**src/rtl/bwx_pkg.sv**
```systemverilog
// Shared definitions for the bitstream window extractor.
// Assumes the input word width is a multiple of 8, so the buffered bit
// count modulo 8 equals the distance to the next stream byte boundary.
package bwx_pkg;

    // Kind of advance requested by the consumer.
    typedef enum logic {
        ADV_FIELD = 1'b0,
        ADV_ALIGN = 1'b1
    } adv_kind_e;

    // Bits to skip to reach a byte boundary, given the buffered count.
    function automatic logic [2:0] byte_slack(input logic [2:0] fill_low);
        return fill_low;
    endfunction

endpackage

```
**src/rtl/bwx_adv_ctl.sv**
```systemverilog
// Advance and refill control.
// Decides how many bits leave the window this cycle and whether an input
// word may enter. Assumes WORD_W is a multiple of 8 and BUF_W >= 2*WORD_W.
module bwx_adv_ctl
    import bwx_pkg::*;
#(
    parameter int BUF_W  = 64,
    parameter int WORD_W = 32,
    parameter int CNT_W  = 7,
    parameter int LEN_W  = 6
) (
    input  logic [CNT_W-1:0] fill,
    input  logic             adv_valid,
    input  logic [LEN_W-1:0] adv_len,
    input  logic             adv_align,
    input  logic             in_valid,
    output logic             adv_ready,
    output logic             adv_fire,
    output logic [CNT_W-1:0] amt,
    output logic             in_ready,
    output logic             push
);
    localparam logic [CNT_W-1:0] ROOM = CNT_W'(BUF_W - WORD_W);

    adv_kind_e        kind;
    logic [CNT_W-1:0] need;
    logic [CNT_W-1:0] left;

    // Bits the pending request needs: the field length or the byte slack.
    always_comb begin
        kind = adv_kind_e'(adv_align);
        if (kind == ADV_ALIGN) need = CNT_W'(byte_slack(fill[2:0]));
        else                   need = CNT_W'(adv_len);
    end

    // Advance handshake: taken only when enough bits are buffered.
    always_comb begin
        adv_ready = (fill >= need);
        adv_fire  = adv_valid && adv_ready;
        amt       = adv_fire ? need : '0;
    end

    // Input handshake: accept when the remainder leaves room for a word.
    always_comb begin
        left     = fill - amt;
        in_ready = (left <= ROOM);
        push     = in_valid && in_ready;
    end

endmodule

```
**src/rtl/bwx_store.sv**
```systemverilog
// Window storage.
// Keeps the unread bits left-aligned (MSB is the next bit) and all bits
// beyond the buffered count at zero, so a new word can be ORed in place.
module bwx_store #(
    parameter int BUF_W  = 64,
    parameter int WORD_W = 32,
    parameter int CNT_W  = 7
) (
    input  logic              clk,
    input  logic              rst_n,
    input  logic [CNT_W-1:0]  amt,
    input  logic              push,
    input  logic [WORD_W-1:0] in_word,
    output logic [BUF_W-1:0]  win,
    output logic [CNT_W-1:0]  fill
);
    localparam int PAD_W = BUF_W - WORD_W;

    logic [BUF_W-1:0] kept;
    logic [BUF_W-1:0] placed;
    logic [CNT_W-1:0] remain;
    logic [BUF_W-1:0] win_nx;
    logic [CNT_W-1:0] fill_nx;

    // Shift out consumed bits and OR the new word behind the remainder.
    always_comb begin
        kept    = win << amt;
        remain  = fill - amt;
        placed  = {in_word, {PAD_W{1'b0}}} >> remain;
        win_nx  = push ? (kept | placed) : kept;
        fill_nx = push ? remain + CNT_W'(WORD_W) : remain;
    end

    // Register the window and its bit count.
    always_ff @(posedge clk) begin
        if (!rst_n) begin
            win  <= '0;
            fill <= '0;
        end else begin
            win  <= win_nx;
            fill <= fill_nx;
        end
    end

    assert_fill_bound_R7: assert property (@(posedge clk) disable iff (!rst_n)
        fill <= CNT_W'(BUF_W));

endmodule

```
**src/rtl/bwx_peek.sv**
```systemverilog
// Right-aligned peek of the next bits.
// Assumes peek_len never exceeds OUT_W.
module bwx_peek #(
    parameter int BUF_W = 64,
    parameter int OUT_W = 32,
    parameter int CNT_W = 7,
    parameter int LEN_W = 6
) (
    input  logic             clk,
    input  logic             rst_n,
    input  logic [BUF_W-1:0] win,
    input  logic [CNT_W-1:0] fill,
    input  logic [LEN_W-1:0] peek_len,
    output logic [OUT_W-1:0] peek_bits,
    output logic             peek_valid
);
    logic [CNT_W-1:0] shamt;
    logic [BUF_W-1:0] shifted;

    // Move the top peek_len bits down to bit 0; the rest shifts out.
    always_comb begin
        shamt      = CNT_W'(BUF_W) - CNT_W'(peek_len);
        shifted    = win >> shamt;
        peek_bits  = shifted[OUT_W-1:0];
        peek_valid = (fill >= CNT_W'(peek_len));
    end

    assert_peek_upper_zero_R1: assert property (@(posedge clk) disable iff (!rst_n)
        (peek_len < LEN_W'(OUT_W)) |-> ((peek_bits >> peek_len) == '0));

endmodule

```
**src/rtl/bwx_window.sv**
```systemverilog
// Bitstream window extractor top.
// Accepts stream words, shows the next bits right-aligned, and consumes a
// field length or skips to a byte boundary on request, one per cycle.
module bwx_window #(
    parameter int WORD_W = 32,
    parameter int BUF_W  = 64,
    parameter int PEEK_W = 32,
    parameter int CNT_W  = $clog2(BUF_W + 1),
    parameter int LEN_W  = $clog2(PEEK_W + 1)
) (
    input  logic              clk,
    input  logic              rst_n,
    input  logic [WORD_W-1:0] in_word,
    input  logic              in_valid,
    output logic              in_ready,
    input  logic [LEN_W-1:0]  peek_len,
    output logic [PEEK_W-1:0] peek_bits,
    output logic              peek_valid,
    input  logic              adv_valid,
    input  logic [LEN_W-1:0]  adv_len,
    input  logic              adv_align,
    output logic              adv_ready
);
    logic [BUF_W-1:0] win;
    logic [CNT_W-1:0] fill;
    logic [CNT_W-1:0] amt;
    logic             adv_fire;
    logic             push;

    bwx_adv_ctl #(.BUF_W(BUF_W), .WORD_W(WORD_W), .CNT_W(CNT_W), .LEN_W(LEN_W)) i_ctl (
        .fill(fill), .adv_valid(adv_valid), .adv_len(adv_len), .adv_align(adv_align),
        .in_valid(in_valid), .adv_ready(adv_ready), .adv_fire(adv_fire), .amt(amt),
        .in_ready(in_ready), .push(push)
    );

    bwx_store #(.BUF_W(BUF_W), .WORD_W(WORD_W), .CNT_W(CNT_W)) i_store (
        .clk(clk), .rst_n(rst_n), .amt(amt), .push(push), .in_word(in_word),
        .win(win), .fill(fill)
    );

    bwx_peek #(.BUF_W(BUF_W), .OUT_W(PEEK_W), .CNT_W(CNT_W), .LEN_W(LEN_W)) i_peek (
        .clk(clk), .rst_n(rst_n), .win(win), .fill(fill), .peek_len(peek_len),
        .peek_bits(peek_bits), .peek_valid(peek_valid)
    );

    // Buffered count follows the handshakes of the previous cycle.
    assert_fill_step_R2: assert property (@(posedge clk) disable iff (!rst_n)
        $past(rst_n) |-> (fill == $past(fill) - $past(amt)
                          + ($past(push) ? CNT_W'(WORD_W) : CNT_W'(0))));

    // After an align skip the read position sits on a byte boundary.
    assert_align_byte_R5: assert property (@(posedge clk) disable iff (!rst_n)
        ($past(rst_n) && $past(adv_fire && adv_align)) |-> (fill[2:0] == 3'd0));

    // Peeking alone never changes the visible bits.
    assert_peek_hold_R1: assert property (@(posedge clk) disable iff (!rst_n)
        ($past(rst_n) && !$past(adv_fire) && $past(peek_valid) && $stable(peek_len))
            |-> $stable(peek_bits));

endmodule

```
**config.mk**
```make
export PLATFORM = sky130hd
export DESIGN_NAME = bwx_window
export DESIGN_NICKNAME = d
export VERILOG_FILES = /design/src/rtl/bwx_pkg.sv /design/src/rtl/bwx_adv_ctl.sv /design/src/rtl/bwx_store.sv /design/src/rtl/bwx_peek.sv /design/src/rtl/bwx_window.sv
export SDC_FILE = /design/constraint.sdc
export NUM_CORES = 1
export LEC_CHECK = 0
export BUFFER_PORTS_ARGS = -buffer_cell sky130_fd_sc_hd__buf_4
export CAP_MARGIN = 10
export CORE_ASPECT_RATIO = 0.6
export CORE_UTILIZATION = 35
export DETAILED_ROUTE_END_ITERATION = 7
export SLEW_MARGIN = 20
export SYNTH_ARGS = -nofsm -noshare
export SYNTH_HDL_FRONTEND = slang
export SYNTH_SLANG_ARGS = --single-unit
```
**constraint.sdc**
```tcl
create_clock -name clk -period 7.05 [get_ports clk]
set_clock_uncertainty 0.1 [all_clocks]
set_input_delay 0.3525 -clock clk [delete_from_list [all_inputs] [get_ports clk]]
set_output_delay 0.3525 -clock clk [all_outputs]
set_load 0.005 [all_outputs]
```
==> results.md, run 1 <==
* Result of the run: finished clean
* Count of port buffers added during placement at 83
* Number of maximum-capacitance violations at 0
* Die footprint at 39,500 um^2
* Clock-pin slew on the worst setup and hold paths at 60 ps
* Violation count after the first detailed-route iteration at 2,972
* Vias after detailed routing at 16,000
* Non-filler instance count after layout at 2,300
* Number of buffers created by CTS at 9
* Clock tree root driver cell: sky130_fd_sc_hd__clkbuf_16
* Quantity of hold-fixing buffers added after cts at 0
* Via count of the first global-routing pass at 14,400
* Largest cells by area after synthesis: sky130_fd_sc_hd__mux4_2, sky130_fd_sc_hd__dfxtp_1, sky130_fd_sc_hd__mux2i_1
* Initial core utilization at 35.7%
* Class of the tightest hold or removal check: input pin to flip-flop
* Most instantiated flip-flop cell in the synthesis netlist: sky130_fd_sc_hd__dfxtp_1
* Achievable clock frequency at approximately 170 MHz
* Overflow left after global routing at 0
* Portion of synthesized cell area occupied by the leading cell type at 14.7%
* Initial antenna violation count at 0
* Final setup vio count at 0
* Resize count post-CTS at 0
* Total clock sinks at 71
* Total track usage at 32.7%
* Setup TNS at 0 ps
* Crit. Startpoint: adv_align
* Reg2reg start: i_store.fill[1]
* Area Growth Syn to Fin at 8.63%
* Most used cells in the layout excluding fill and tap cells: sky130_fd_sc_hd__nand2_1, sky130_fd_sc_hd__nor2_1, sky130_fd_sc_hd__buf_4
* CP max FO at 41
* RePlAce Congestion at 0.995
* Per-instance average area after synthesis at 7.33 um^2
* Area leader, netlist: sky130_fd_sc_hd__mux4_2
* Commonest non-fill, non-tap cell in the layout: sky130_fd_sc_hd__nand2_1
* Maximum number of pins on one net before global-route repair at 74
* HPWL after DPL at roughly 51,000 um
* Fin. Hold Viols at 0
* Worst setup EP type: flip-flop
* H-tree levels at 3
* Crit path to: i_store.win[6]
* Synthesis Warnings at 0
* Total standard cell area after synthesis at 13,500 um^2
* Number of cell rows at between 50 and 60
* Proportion of register bits with asynchronous set or reset after synthesis at 0%
* Cell count of the worst reg-to-reg path at 21
* Netlist cell types at slightly below 90
* Iteration count of the initial detailed-routing pass at 8
* Synthesized instance count at about 1,800
* Total core area at 37,800 um^2
* Fin crit share at between 80 and 90%
* Routed wire length at 66,400 um
* Placed Cells at ~2,300
* Drt drc at 0
* DR vias/cell at 6.96
* Period minus WS final at 5750 ps
* Smallest hold slack at 363 ps
* Flip-flop and latch count after synthesis at 71
* Total chip power at 0.00923 W
* Endpoint arrival time on the critical path at between 5000 and 6000 ps
* Number of fillers in the final layout at 4,021
* CTS tree: done
* Count of pins on the block boundary at 84
* Required time of the critical path at 7250 ps
* WL per Instance at 28.9 um
* Global-route wire length before repair at 98,500 um
* Number of diodes added for antenna fixing at 0
* Slew @ Worst Pin at between 1000 and 1500 ps
* Max_slew headroom at 27.5%
* Multi-input gate area in the final layout at ~11,000 um^2
* Startpoint-to-endpoint class of the critical path: input pin to flip-flop
* Unrepaired setup endpoints after global routing: false
* Clock insertion delay at the later pin of the skew report at 360 ps
* Total power per unit cell area at 628 nW/um^2
* Final #Nets at 1,852
* Share of layout cells above drive strength 1 at about 18%
* Count of nets left with antenna violations after detail routing at 0
* Die boundary height at 154 um
* Category of the worst setup path launch point: input pin
* Post-CTS setup buffers at 0
* Worst R2R Setup Slack at 1340 ps
* Chip width at 256 um
* Max-slew violations at 0
* VDD IR-drop max at 337 uV
* Post-synth net total at 1,914
* Clock tree buffer depth at 2
* Static Leak at 5.69 nW
* Area taken by flip-flops and latches at 1420 um^2
* Worst R2R End: i_store.win[6]
* Number of flops mapped to enable cells by yosys at 0
* Part of the Yosys area used for sequential elements at a little over a tenth
worst max-delay path, stage by stage:
cell and delay (ps):
sky130_fd_sc_hd__buf_4 150, sky130_fd_sc_hd__nor2b_1 120, sky130_fd_sc_hd__buf_4 230, sky130_fd_sc_hd__inv_1 150, sky130_fd_sc_hd__ha_1 210, sky130_fd_sc_hd__a21o_1 170, sky130_fd_sc_hd__a211o_1 330, sky130_fd_sc_hd__a22oi_2 380
sky130_fd_sc_hd__nor2_1 160, sky130_fd_sc_hd__ha_2 220, sky130_fd_sc_hd__fa_1 520, sky130_fd_sc_hd__nand2b_1 230, sky130_fd_sc_hd__a2111oi_0 420, sky130_fd_sc_hd__a211oi_1 160, sky130_fd_sc_hd__inv_1 120, sky130_fd_sc_hd__ha_1 200
sky130_fd_sc_hd__nand2_1 60, sky130_fd_sc_hd__or3b_1 350, sky130_fd_sc_hd__buf_4 290, sky130_fd_sc_hd__nor2_1 660, sky130_fd_sc_hd__a32oi_1 200, sky130_fd_sc_hd__o21a_1 150, sky130_fd_sc_hd__nor2_1 70
layout make-up:
type | count | area share (%)
Clock buffer | 14 | 1.93
Tap cell | 513 | 4.37
Multi-Input combinational cell | 1537 | 76.2
Sequential cell | 71 | 9.68
Timing Repair Buffer | 138 | 7.14
Clock inverter | 2 | 0.0852
Inverter | 25 | 0.639
power by group:
part / switching (W) / leakage, nW / total, W / internal [W]
clock network: 0.000203 / 0.145 / 0.000480 / 0.000277
logic: 0.00481 / 4.96 / 0.00750 / 0.00269
registers: 0.000657 / 0.584 / 0.00125 / 0.000594
total: 0.00567 / 5.69 / 0.00923 / 0.00356
state kept, by name, summed over array words and instances (netlist names):
signal        count
i_store.fill      7
i_store.win      64
stage by stage:
stage | instance area, um^2 | setup slack (ps) | util [%]
6_report | 14700 | 1300 | 38.8
5_1_grt | 14700 | 905 | 38.8
4_1_cts | 14700 | 1340 | 38.8
3_5_place_dp | 14400 | 1020 | 38.0
3_3_place_gp | 14400 | 1240 | 38.0
2_1_floorplan | 13500 | 1280 | -
logic make-up after synthesis:
logic type / count (synthesis) / share of synthesized area (%)
buffers and inverters: 236 / 7.69
DFF: 71 / 10.5
xor gates and xnor gates: 11 / 0.712
and+or+nand+nor: 633 / 20.1
muxes: 239 / 26.1
AOI/OAI and AO/OA: 633 / 32.8
adders and majority gates: 21 / 2.00
routing by layer:
metal | share of wire, % | vias up | GRT usage [%]
met3 | 14 | 93 | 9.83
li1 | - | 6929 | -
met5 | 0 | - | 0
met4 | 1.3 | 0 | 3.91
met2 | 38 | 1147 | 42.5
met1 | 47 | 7830 | 52.1
cells in the mapped netlist, types with 9 or more instances:
library cell / instances
sky130_fd_sc_hd__a31oi_1: 36
sky130_fd_sc_hd__nor3_1: 69
sky130_fd_sc_hd__a22o_1: 12
sky130_fd_sc_hd__o31ai_1: 10
sky130_fd_sc_hd__mux2_2: 26
sky130_fd_sc_hd__inv_1: 22
sky130_fd_sc_hd__mux4_2: 88
sky130_fd_sc_hd__o21a_1: 29
sky130_fd_sc_hd__o22ai_1: 55
sky130_fd_sc_hd__nand3_1: 34
sky130_fd_sc_hd__a211oi_1: 43
sky130_fd_sc_hd__buf_2: 57
sky130_fd_sc_hd__a22oi_1: 21
sky130_fd_sc_hd__nand2_1: 281
sky130_fd_sc_hd__a311oi_1: 14
sky130_fd_sc_hd__and3_1: 12
sky130_fd_sc_hd__dfxtp_1: 71
sky130_fd_sc_hd__xnor2_1: 9
sky130_fd_sc_hd__o22a_1: 15
sky130_fd_sc_hd__o31a_1: 10
sky130_fd_sc_hd__mux2i_1: 122
sky130_fd_sc_hd__ha_1: 20
sky130_fd_sc_hd__clkbuf_1: 127
sky130_fd_sc_hd__a21oi_1: 133
sky130_fd_sc_hd__nor2b_1: 12
sky130_fd_sc_hd__o21ai_0: 71
sky130_fd_sc_hd__o221ai_1: 10
sky130_fd_sc_hd__a21o_1: 13
sky130_fd_sc_hd__a2bb2oi_1: 19
sky130_fd_sc_hd__nor2_1: 174
sky130_fd_sc_hd__buf_1: 14
sky130_fd_sc_hd__o211ai_1: 36
worst min path at each step:
stage	start	to	slack, ps	cells after the start
2_1_floorplan	in_valid	i_store.fill[6]	500	2
3_3_place_gp	i_store.win[0]	i_store.win[0]	690	3
3_5_place_dp	i_store.win[0]	i_store.win[0]	680	3
4_1_cts	in_valid	i_store.fill[6]	340	3
5_1_grt	in_valid	i_store.fill[6]	400	3
6_report	in_valid	i_store.fill[6]	360	3
Note: power is estimated with default switching activity, not from simulation.
==> inputs of run 2 (changes only) <==
==> constraint.sdc (replaced) <==
create_clock -name clk -period 5.5 [get_ports clk]
set_clock_uncertainty 0.1 [all_clocks]
set_input_delay 0.275 -clock clk [delete_from_list [all_inputs] [get_ports clk]]
set_output_delay 0.275 -clock clk [all_outputs]
set_load 0.005 [all_outputs]
==> run 2 against run 1 <==
Effect of this change: global-route usage up 0.60 points; count of clock-buffer cells in the layout down 3; utilization up 0.56 points; sequential cell count unchanged; first-iteration DRC count down 8.4%; register-to-register slack worse by 930 ps; design area up 1.4%; die area unchanged; cell count up 1.3%; sequential share of layout area down 0.14 points; wire length up 1.7%; hold slack worse by 100 ps.
==> results.md, run 2 (synthesis results as in run 1) <==
* Result of the run: finished clean
* Max reg flops at 64
* CTS tree: done
* Fin crit share at 92.5%
* Clock-pin slew on the worst setup and hold paths at 60 ps
* DR vias/cell at 6.89
* Maximum number of pins on one net before global-route repair at 67
* RePlAce Congestion at 1.01
* Endpoint arrival time on the critical path at 5270 ps
* Slew @ Worst Pin at 1120 ps
* Vias after detailed routing at 16,100
* WL per Instance at 29.0 um
* Number of buffers created by CTS at 9
* Smallest hold slack at approximately 260 ps
* Startpoint-to-endpoint class of the critical path: flip-flop to flip-flop
* Required time of the critical path at 5680 ps
* Worst setup EP type: flip-flop
* Die boundary height at 154 um
* Chip width at about 260 um
* Unrepaired setup endpoints after global routing: false
* Delay contributed by the slowest stage of the critical path at 700 ps
* Fin. Hold Viols at 0
* Slowest stage cell, crit path: sky130_fd_sc_hd__or3b_2
* Class of the tightest hold or removal check: input pin to flip-flop
* Clock tree root driver cell: sky130_fd_sc_hd__clkbuf_16
* Number of maximum-capacitance violations at 0
* Max_slew headroom at 25.2%
* Period minus WS final at 5090 ps
* Commonest non-fill, non-tap cell in the layout: sky130_fd_sc_hd__nand2_1
* Total track usage at around 33%
* Quantity of hold-fixing buffers added after cts at 0
* Total core area at 37,800 um^2
* Final core utilization at 39.4%
* Overflow left after global routing at 0
* Iteration count of the initial detailed-routing pass at 7
* Global-route wire length before repair at 99,900 um
* Violation count after the first detailed-route iteration at 2,723
* Category of the worst setup path launch point: flip-flop
* Via count of the first global-routing pass at 14,500
* Count of pins on the block boundary at 84
* Routed wire length at 67,500 um
* Final #Nets at between 1,500 and 2,000
* Achievable clock frequency at 197 MHz
* HPWL after DPL at 52,200 um
* Number of diodes added for antenna fixing at 0
* Largest regs: i_store.win: 64 flops, i_store.fill: 7 flops
* Drt drc at 0
* Share of layout cells above drive strength 1 at approximately a fifth
* Initial core utilization at 35.7%
* Initial antenna violation count at 3
* H-tree levels at 3
* Final setup vio count at 0
* CP max FO at 19
* Total clock sinks at 71
* Area Growth Syn to Fin at 10.2%
* Number of cell rows at 55
* Setup TNS at 0 ps
* Max-slew violations at 0
* Count of nets left with antenna violations after detail routing at 0
* Clock insertion delay at the later pin of the skew report at 360 ps
* Die footprint at approximately 40,000 um^2
* Clock tree buffer depth at 2
* Count of port buffers added during placement at 83
* Most used cells in the layout excluding fill and tap cells: sky130_fd_sc_hd__nand2_1, sky130_fd_sc_hd__nor2_1, sky130_fd_sc_hd__buf_4
* Register with the most flip-flops: i_store.win
* Critical path cell sequence: mux2_2 -> inv_1 -> ha_1 -> nand2_1 -> o21ai_1 -> a22oi_2 -> buf_4 -> nor2_2 -> inv_1 -> ha_1 -> nand2b_1 -> a2111oi_1 -> a211oi_1 -> inv_1 -> ha_1 -> nand2_1 -> or3b_2 -> nor3_1 -> nor2_1 -> o211ai_1 -> o211a_1
## run 2: final cells by class
type                    count  area [um^2]
clock buffers              11          243
clock inverters             5         33.8
fillers                  3982        22900
inverters                  25         93.8
multi-input cells        1537        11200
flip-flops and latches     71         1420
well taps                 513          642
repair buffers            167         1270
## run 2: through the flow
stage	instances	setup slack, ps	instance area [um^2]
2_1_floorplan	1844	12.8	13500
3_3_place_gp	2313	400	14600
3_5_place_dp	2313	266	14600
4_1_cts	2329	387	14900
5_1_grt	2329	59.2	14900
6_report	2329	411	14900
## run 2: what timing repair did
item,CTS,global route
endpoints found under the hold margin,0,0
setup endpoints to repair,0,3
gates resized for setup,0,1
buffers inserted,0,0
## run 2: critical path, delay by kind of cell (launching register included)
kind | cells | cell delay, ps
compound gates | 6 | 1230
simple gates | 7 | 1650
flops | 1 | 430
buf+inv | 4 | 410
mux | 1 | 210
fa+ha+maj | 3 | 980
## run 2: path summary, 6_finish.rpt
kind | from | endpoint | slack [ps] | depth (start not counted)
worst max-delay path | i_store.fill[2] | i_store.win[54] | 410 | 21
worst min-delay path | in_valid | i_store.fill[6] | 260 | 3
worst max register to register | i_store.fill[2] | i_store.win[54] | 410 | 21
worst min register to register | i_store.win[0] | i_store.win[0] | 800 | 3
## run 2: metal layers
metal / GRT usage (%) / vias up / routed length, um
met5: 0 / - / 22
met4: 3.99 / 4 / 627
met3: 12.9 / 59 / 10100
met2: 42.2 / 1056 / 25100
met1: 52.2 / 7924 / 31700
li1: - / 7009 / -
Power of run 2 is not shown: default switching activity piles up to over one toggle a cycle in this logic, so the estimate is an artifact.
